--- config.mk ---
export PLATFORM = sky130hd
export DESIGN_NAME = lt_train_seq
export DESIGN_NICKNAME = d
export VERILOG_FILES = /design/src/rtl/lt_pkg.sv /design/src/rtl/lt_wait_timer.sv /design/src/rtl/lt_status_judge.sv /design/src/rtl/lt_train_seq.sv
export SDC_FILE = /design/constraint.sdc
export NUM_CORES = 1
export LEC_CHECK = 0
export BUFFER_PORTS_ARGS = -buffer_cell sky130_fd_sc_hd__buf_2
export CAP_MARGIN = 10
export CORE_ASPECT_RATIO = 0.5
export CORE_UTILIZATION = 56
export CTS_CLUSTER_SIZE = 14
export DETAILED_ROUTE_END_ITERATION = 7
export GPL_TIMING_DRIVEN = 0
export MAX_ROUTING_LAYER = met4
export PLACE_DENSITY_LB_ADDON = 0.12
export SLEW_MARGIN = 5
export SYNTH_ARGS = -nofsm -noshare
export SYNTH_HDL_FRONTEND = slang
export SYNTH_SLANG_ARGS = --single-unit
--- constraint.sdc ---
create_clock -name clk -period 4.6 [get_ports clk]
set_clock_uncertainty 0.1 [all_clocks]
set_input_delay 0.23 -clock clk [delete_from_list [all_inputs] [get_ports clk]]
set_output_delay 0.23 -clock clk [all_outputs]
set_load 0.1 [all_outputs]
--- src/rtl/lt_pkg.sv ---
package lt_pkg;
  localparam int LANES = 4;
  localparam int ST_W  = 26;
  localparam logic [1:0] OP_CODING  = 2'd0;
  localparam logic [1:0] OP_PATTERN = 2'd1;
  localparam logic [1:0] OP_DRIVE   = 2'd2;
  localparam logic [1:0] OP_STATUS  = 2'd3;
  localparam logic [1:0] RES_PASS  = 2'd0;
  localparam logic [1:0] RES_RETRY = 2'd1;
  localparam logic [1:0] RES_FAIL  = 2'd2;
  localparam logic [1:0] RES_LANES = 2'd3;

  function automatic logic [31:0] drive_word(input logic [1:0] sw, input logic [1:0] pe);
    logic [7:0] b;
    b = {2'b00, (pe == 2'd3), pe, (sw == 2'd3), sw};
    return {4{b}};
  endfunction
endpackage

--- src/rtl/lt_wait_timer.sv ---
module lt_wait_timer #(
  parameter int W = 16
) (
  input  logic         clk,
  input  logic         rst_n,
  input  logic         load,
  input  logic [W-1:0] count,
  output logic         expired
);
  logic [W-1:0] cnt_q;
  logic         run_q;

  assign expired = run_q && (cnt_q == '0);

  always_ff @(posedge clk or negedge rst_n) begin
    if (!rst_n) begin
      cnt_q <= '0;
      run_q <= 1'b0;
    end else if (load) begin
      cnt_q <= count;
      run_q <= 1'b1;
    end else if (run_q) begin
      if (cnt_q == '0) run_q <= 1'b0;
      else             cnt_q <= cnt_q - 1'b1;
    end
  end
endmodule

--- src/rtl/lt_status_judge.sv ---
module lt_status_judge
  import lt_pkg::*;
(
  input  logic [ST_W-1:0] status,
  input  logic [2:0]      lane_cnt,
  output logic            cr_all,
  output logic            eq_all,
  output logic            updated,
  output logic [1:0]      req_sw,
  output logic [1:0]      req_pe
);
  logic [LANES-1:0] cr_m, eq_m;
  logic [1:0] sw_l [LANES];
  logic [1:0] pe_l [LANES];

  for (genvar i = 0; i < LANES; i++) begin : g_lane
    logic act;
    assign act     = (3'(i) < lane_cnt);
    assign cr_m[i] = !act || status[i];
    assign eq_m[i] = !act || status[4 + i];
    assign sw_l[i] = act ? status[10 + 2*i +: 2] : 2'd0;
    assign pe_l[i] = act ? status[18 + 2*i +: 2] : 2'd0;
  end

  assign cr_all  = &cr_m;
  assign eq_all  = (&eq_m) && status[8];
  assign updated = status[9];

  always_comb begin
    req_sw = 2'd0;
    req_pe = 2'd0;
    for (int i = 0; i < LANES; i++) begin
      if (sw_l[i] > req_sw) req_sw = sw_l[i];
      if (pe_l[i] > req_pe) req_pe = pe_l[i];
    end
  end
endmodule

--- src/rtl/lt_train_seq.sv ---
module lt_train_seq
  import lt_pkg::*;
#(
  parameter int WAIT_W     = 16,
  parameter int P1_TRIES   = 5,
  parameter int P2_TRIES   = 5,
  parameter int READ_TRIES = 99
) (
  input  logic              clk,
  input  logic              rst_n,
  input  logic              start,
  input  logic              abort,
  input  logic [2:0]        lane_cnt,
  input  logic [1:0]        rate_code,
  input  logic              tps3_ok,
  input  logic [WAIT_W-1:0] cr_wait,
  input  logic [WAIT_W-1:0] eq_wait,
  output logic              cmd_valid,
  input  logic              cmd_ready,
  output logic [1:0]        cmd_op,
  output logic [31:0]       cmd_data,
  input  logic              rsp_valid,
  output logic              rsp_ready,
  input  logic              rsp_ok,
  input  logic [25:0]       rsp_data,
  output logic [1:0]        tx_pattern,
  output logic              tx_scramble_off,
  output logic [1:0]        tx_swing,
  output logic [1:0]        tx_preemph,
  output logic              tx_high_rate,
  output logic              done,
  output logic [1:0]        result
);
  localparam int TW = $clog2(P1_TRIES + P2_TRIES + 2);
  localparam int RW = $clog2(READ_TRIES + 1);
  localparam logic [TW-1:0] P1_LAST = TW'(P1_TRIES - 1);
  localparam logic [TW-1:0] P2_LIM  = TW'(P2_TRIES);
  localparam logic [RW-1:0] RD_LIM  = RW'(READ_TRIES);

  typedef enum logic [3:0] {
    S_IDLE, S_AUX, S_P1PAT, S_P1DRV, S_P1INI, S_LOOP, S_WAIT, S_EVAL,
    S_P2DRV, S_P2PAT, S_CLR, S_CLRW, S_CLRT
  } st_e;

  st_e st_q, ret_q;
  logic [2:0]      lanes_q;
  logic [1:0]      rate_q, sw_q, pe_q, old_sw_q, res_q;
  logic            tps3_q, phase2_q, clearing_q;
  logic [TW-1:0]   tries_q;
  logic [RW-1:0]   reads_q;
  logic [ST_W-1:0] status_q;
  logic            cr_all, eq_all, upd;
  logic [1:0]      req_sw, req_pe;
  logic            tmr_load, tmr_done;
  logic [WAIT_W-1:0] tmr_val;

  lt_status_judge judge_i (
    .status(status_q), .lane_cnt(lanes_q), .cr_all(cr_all), .eq_all(eq_all),
    .updated(upd), .req_sw(req_sw), .req_pe(req_pe)
  );

  assign tmr_load = (st_q == S_LOOP && !abort) || (st_q == S_CLRW);
  assign tmr_val  = (phase2_q || clearing_q) ? eq_wait : cr_wait;

  lt_wait_timer #(.W(WAIT_W)) timer_i (
    .clk(clk), .rst_n(rst_n), .load(tmr_load), .count(tmr_val), .expired(tmr_done)
  );

  assign rsp_ready  = (st_q == S_AUX) && !cmd_valid;
  assign tx_swing   = sw_q;
  assign tx_preemph = pe_q;

  task automatic issue(input logic [1:0] op, input logic [31:0] d, input st_e nx);
    cmd_valid <= 1'b1;
    cmd_op    <= op;
    cmd_data  <= d;
    ret_q     <= nx;
    st_q      <= S_AUX;
  endtask

  always_ff @(posedge clk or negedge rst_n) begin
    if (!rst_n) begin
      st_q <= S_IDLE; ret_q <= S_IDLE;
      cmd_valid <= 1'b0; cmd_op <= 2'd0; cmd_data <= '0;
      lanes_q <= 3'd0; rate_q <= 2'd0; tps3_q <= 1'b0;
      sw_q <= 2'd0; pe_q <= 2'd0; old_sw_q <= 2'd0; res_q <= RES_PASS;
      phase2_q <= 1'b0; clearing_q <= 1'b0; tries_q <= '0; reads_q <= '0;
      status_q <= '0; tx_pattern <= 2'd0; tx_scramble_off <= 1'b0;
      tx_high_rate <= 1'b0; done <= 1'b0; result <= RES_PASS;
    end else begin
      done <= 1'b0;
      if (cmd_valid && cmd_ready) cmd_valid <= 1'b0;
      case (st_q)
        S_IDLE: if (start) begin
          lanes_q <= lane_cnt; rate_q <= rate_code; tps3_q <= tps3_ok;
          sw_q <= 2'd0; pe_q <= 2'd0; phase2_q <= 1'b0; clearing_q <= 1'b0;
          issue(OP_CODING, 32'd1, S_P1PAT);
        end
        S_AUX: if (rsp_valid && rsp_ready) begin
          status_q <= rsp_data;
          if (!rsp_ok && !clearing_q) begin res_q <= RES_FAIL; st_q <= S_CLR; end
          else st_q <= ret_q;
        end
        S_P1PAT: begin
          tx_pattern <= 2'd1; tx_scramble_off <= 1'b1;
          issue(OP_PATTERN, 32'h21, S_P1DRV);
        end
        S_P1DRV: begin
          tx_high_rate <= rate_q[1];
          issue(OP_DRIVE, drive_word(sw_q, pe_q), S_P1INI);
        end
        S_P1INI: begin tries_q <= '0; old_sw_q <= sw_q; st_q <= S_LOOP; end
        S_LOOP: begin
          if (abort) begin res_q <= RES_FAIL; st_q <= S_CLR; end
          else st_q <= S_WAIT;
        end
        S_WAIT: if (tmr_done) begin
          reads_q <= RW'(1);
          issue(OP_STATUS, 32'd0, S_EVAL);
        end
        S_EVAL: begin
          if (upd && reads_q < RD_LIM) begin
            reads_q <= reads_q + 1'b1;
            issue(OP_STATUS, 32'd0, S_EVAL);
          end else if (!phase2_q) begin
            if (cr_all) begin phase2_q <= 1'b1; tries_q <= '0; st_q <= S_P2DRV; end
            else if (sw_q == 2'd3) begin res_q <= RES_RETRY; st_q <= S_CLR; end
            else if (old_sw_q == sw_q && tries_q >= P1_LAST) begin res_q <= RES_FAIL; st_q <= S_CLR; end
            else begin
              if (old_sw_q == sw_q) tries_q <= tries_q + 1'b1;
              else begin tries_q <= '0; old_sw_q <= sw_q; end
              sw_q <= req_sw; pe_q <= req_pe; tx_high_rate <= rate_q[1];
              issue(OP_DRIVE, drive_word(req_sw, req_pe), S_LOOP);
            end
          end else begin
            if (!cr_all) begin res_q <= RES_FAIL; st_q <= S_CLR; end
            else if (eq_all) begin res_q <= RES_PASS; st_q <= S_CLR; end
            else if (tries_q > P2_LIM) begin res_q <= RES_LANES; st_q <= S_CLR; end
            else begin
              tries_q <= tries_q + 1'b1;
              sw_q <= req_sw; pe_q <= req_pe; tx_high_rate <= rate_q[1];
              issue(OP_DRIVE, drive_word(req_sw, req_pe), S_LOOP);
            end
          end
        end
        S_P2DRV: begin
          tx_high_rate <= rate_q[1];
          issue(OP_DRIVE, drive_word(sw_q, pe_q), S_P2PAT);
        end
        S_P2PAT: begin
          tx_pattern <= tps3_q ? 2'd3 : 2'd2; tx_scramble_off <= 1'b1;
          issue(OP_PATTERN, tps3_q ? 32'h23 : 32'h22, S_LOOP);
        end
        S_CLR: begin
          tx_pattern <= 2'd0; tx_scramble_off <= 1'b0; clearing_q <= 1'b1;
          issue(OP_PATTERN, 32'd0, S_CLRW);
        end
        S_CLRW: st_q <= S_CLRT;
        S_CLRT: if (tmr_done) begin done <= 1'b1; result <= res_q; st_q <= S_IDLE; end
        default: st_q <= S_IDLE;
      endcase
    end
  end


  cmd_hold_chk: assert property (@(posedge clk) disable iff (!rst_n)
    cmd_valid && !cmd_ready |=> cmd_valid && $stable(cmd_op) && $stable(cmd_data));

  one_outstanding_chk: assert property (@(posedge clk) disable iff (!rst_n)
    cmd_valid |-> !rsp_ready);

  drive_match_chk: assert property (@(posedge clk) disable iff (!rst_n)
    cmd_valid && cmd_op == OP_DRIVE |-> cmd_data[1:0] == tx_swing && cmd_data[4:3] == tx_preemph);

  p1_tx_pattern_chk: assert property (@(posedge clk) disable iff (!rst_n)
    cmd_valid && cmd_op == OP_PATTERN && cmd_data[3:0] == 4'd1 |-> tx_pattern == 2'd1 && tx_scramble_off);

  done_pulse_chk: assert property (@(posedge clk) disable iff (!rst_n) done |=> !done);

  done_cleared_chk: assert property (@(posedge clk) disable iff (!rst_n)
    done |-> tx_pattern == 2'd0 && !tx_scramble_off);

  retry_at_max_chk: assert property (@(posedge clk) disable iff (!rst_n)
    done && result == RES_RETRY |-> tx_swing == 2'd3);
endmodule

==> results.json <==
{
  "hold_viol_final": 0,
  "grt_pass1_wl_um": 22800,
  "cts_tree": "yes",
  "crit_required_ns": 4.77,
  "cp_top_family": "compound AO/OA/AOI/OAI gates",
  "tightest_slew_ns": 0.762,
  "outcome": "completed",
  "ys_ff_latch": 96,
  "yosysMostFrequentCell": "dfrtp_1",
  "cts.clk_slew.worst_paths_ns": 0.07,
  "max_slew_margin_pct": 47.9,
  "cp_cell_sequence": "clkbuf_1 -> or3_1 -> nand2_1 -> inv_1 -> ha_1 -> inv_1 -> o22ai_1 -> mux2_2 -> inv_1 -> ha_1 -> inv_1 -> o22ai_2 -> mux2i_1 -> ha_1 -> inv_1 -> o22ai_1 -> a21oi_1 -> a311oi_2 -> a22o_1 -> a2bb2oi_1",
  "synth-edff-count": 0,
  "synth_area_leaders": "dfrtp_1 (41%), mux2_2 (6.3%), ha_1 (4.9%)",
  "hpwl_um": 10300,
  "nets": 839,
  "gp_congestion": 0.920,
  "initial_core_util_pct": 59.9,
  "fillCellCount": 774,
  "area_delta_synth_final_pct": 19.2,
  "routedWlPerCell_um": 15.6,
  "hp-start": "rsp_data[21]",
  "slew_viol_final": 0,
  "clk_latency_ns": 0.35,
  "r2r_slack_ns": 0.29,
  "ff2ff_path_depth": 20,
  "p_comb_share_pct": 56.0,
  "finalCritPeriodShare_pct": 93.8,
  "yosys_warnings": 0,
  "final_util_pct": 71.4,
  "ios": 118,
  "syn_area_um2": 5860,
  "setup-tns-final_ns": 0,
  "htree_levels": 3,
  "setup_viol": 0,
  "ant_nets": 0,
  "die-area_um2": 10900,
  "clockBufferDepth": 2,
  "drv_cap": 0,
  "syn_avg_cell_area_um2": 9.56,
  "cts_buffers": 9,
  "min_to": "status_q[21]",
  "chipWidth_um": 147,
  "grt.overflow.total": 0,
  "critPathCaptureType": "register",
  "power_switching_uw": 2290,
  "crit_buf_inv": 6,
  "swShare_pct": 46.6,
  "holdCritPathClass": "in -> reg",
  "internal_power_uw": 2630,
  "max_stage_delay_ns": 0.51,
  "crit_top_cell": "inv_1",
  "vias": 5062,
  "r2r_start": "lanes_q[1]",
  "grt_max_degree": 55,
  "grt_pass1_vias": 4802,
  "final_area_um2": 6990,
  "async_flop_share_pct": 100,
  "cp_slowest_cell": "or3_1",
  "diodes": 0,
  "holdPathStages": 2,
  "seq_area_um2": 2400,
  "vdd_drop_max_v": 0.000459,
  "vias_per_cell": 5.72,
  "synth_top_cells_by_count": "dfrtp_1 (96), nand2_1 (50), a21oi_1 (40)",
  "p_seq_share_pct": 28.5,
  "critPathMaxFanout": 10,
  "drt_iter0_markers": 257,
  "leakagePower_uw": 0.00339,
  "layout-drive-gt1-share_pct": 26.3,
  "antenna_found_initial": 0,
  "netlist.area_leader.share_pct": 41.0,
  "clkPwrFrac_pct": 15.4,
  "row_count": 25,
  "fmax_ghz": 0.232,
  "synth_cells": 613,
  "wl_um": 13800,
  "critPathKind": "reg -> reg",
  "power.density_nw_per_um2": 704,
  "synth.distinct_cells": 73,
  "reg2reg_to": "cmd_data[0]",
  "drt_first_pass_iters": 5,
  "drc": 0,
  "rsz0062_at_grt": "false",
  "postPlaceCellArea_um2": 6630,
  "crit_path_start_kind": "register",
  "grtUsageTotal_pct": 27.4,
  "cp.arrival_ns": 4.48,
  "clock-sinks": 96,
  "period_needed_ns": 4.31,
  "cts-root-buf": "clkbuf_16",
  "synth_largest_area_cell": "dfrtp_1",
  "die_y_um": 74.4,
  "yosysSeqAreaShare_pct": 41.0,
  "dominantRegCellSynth": "dfrtp_1",
  "io_buffers": 108,
  "core_area_um2": 9790,
  "multiInputGateArea_um2": 3060
}
-- sequential cells by signal (all words and copies together), names as in the netlist --
| name | flops |
|---|---|
| clearing_q | 1 |
| cmd_data | 9 |
| cmd_op | 2 |
| cmd_valid | 1 |
| done | 1 |
| lanes_q | 3 |
| old_sw_q | 2 |
| phase2_q | 1 |
| rate_q | 1 |
| reads_q | 7 |
| res_q | 2 |
| result | 2 |
| ret_q | 4 |
| st_q | 4 |
| status_q | 26 |
| timer_i.cnt_q | 16 |
| timer_i.run_q | 1 |
| tps3_q | 1 |
| tries_q | 4 |
| tx_high_rate | 1 |
| tx_pattern | 2 |
| tx_preemph | 2 |
| tx_scramble_off | 1 |
| tx_swing | 2 |
-- cell usage in the layout (no fill, tap or decap), types with 9 or more instances in the layout --
cell type	instances
mux2_2	33
clkbuf_16	9
nor2_1	37
xor2_1	10
inv_1	34
nand3_1	9
a21oi_1	40
nand2_1	50
o21ai_0	21
buf_2	108
a22o_1	11
buf_4	25
ha_1	23
a211oi_1	16
dfrtp_1	96
nor2b_1	22
clkbuf_1	28
nor3_1	13
xnor2_1	9
-- power by group through the flow --
stage | logic, µW | clock network [µW] | registers (µW)
final | 2760 | 760 | 1400
after global routing | 3030 | 801 | 1440
after CTS | 2690 | 768 | 1400
after detailed placement | 2670 | 0 | 1410
after global placement | 2590 | 0 | 1390
after floorplan | 1830 | 0 | 1670
-- cells by family (layout without fill, tap and decap cells) --
| kind of cell | after synthesis | count (layout) | share of synthesized area [%] |
|---|---|---|---|
| AOI/OAI and AO/OA | 158 | 158 | 18.7 |
| xor gates and xnor gates | 19 | 19 | 2.84 |
| adders and majority gates | 23 | 23 | 4.91 |
| buffers and inverters | 88 | 218 | 7.51 |
| DFF | 96 | 96 | 41.0 |
| muxes | 48 | 48 | 9.11 |
| other | 1 | 8 | 0.0640 |
| and+or+nand+nor | 180 | 180 | 15.9 |
-- worst register-to-register path, delay by kind of cell (launching register included) --
family | cells | cell delay (ns)
adders and majority gates | 3 | 0.75
buffers and inverters | 6 | 0.48
and+or+nand+nor | 2 | 0.63
AOI/OAI and AO/OA | 7 | 1.38
DFF | 1 | 0.38
muxes | 2 | 0.53
-- what timing repair did --
item | CTS | global route
resized for setup | 0 | 2
hold buffers | 4 | 0
setup buffers | 0 | 1
endpoints found under the setup margin | 0 | 2
hold endpoints to repair | 45 | 0
-- metal layers --
metal / up-vias / share of wire [%] / global-route usage (%)
li1: 2448 / - / -
met1: 2422 / 48 / 34.9
met2: 170 / 44 / 45.0
met3: 22 / 5.7 / 5.40
met4: 0 / 1.5 / 7.87
met5: - / 0 / -
-- final cells by class --
| cell class | instances | area share [%] |
|---|---|---|
| clock buffer | 12 | 3.53 |
| clock inverter | 4 | 0.770 |
| inverter | 35 | 1.88 |
| buffer | 53 | 4.42 |
| multi-input combinational | 436 | 43.8 |
| sequential | 96 | 34.4 |
| timing repair buffer | 114 | 8.84 |
| tap | 135 | 2.42 |
-- worst max-delay path by stage --
stage                       end       start  cells after the start  slack [ns]
floorplan           cmd_data[0]  lanes_q[1]                     20        0.74
global route        cmd_data[0]  lanes_q[1]                     20        0.01
global placement    cmd_data[0]  lanes_q[1]                     20        0.36
detailed placement  cmd_data[0]  lanes_q[1]                     20        0.25
CTS                 cmd_data[0]  lanes_q[1]                     20        0.21
finish              cmd_data[0]  lanes_q[1]                     20        0.29
-- per-stage QoR --
step                      instances  setup slack [ns]  hold WS [ns]  total power [µW]
final                           885             0.286       0.00671              4920
after global routing            885            0.0149       0.00358              5270
after CTS                       884             0.209       0.00224              4850
after detailed placement        864             0.248         0.170              4080
after global placement          863             0.361         0.343              3990
after floorplan                 620             0.743        -0.166              3500
(Power assumes the default switching activity.)
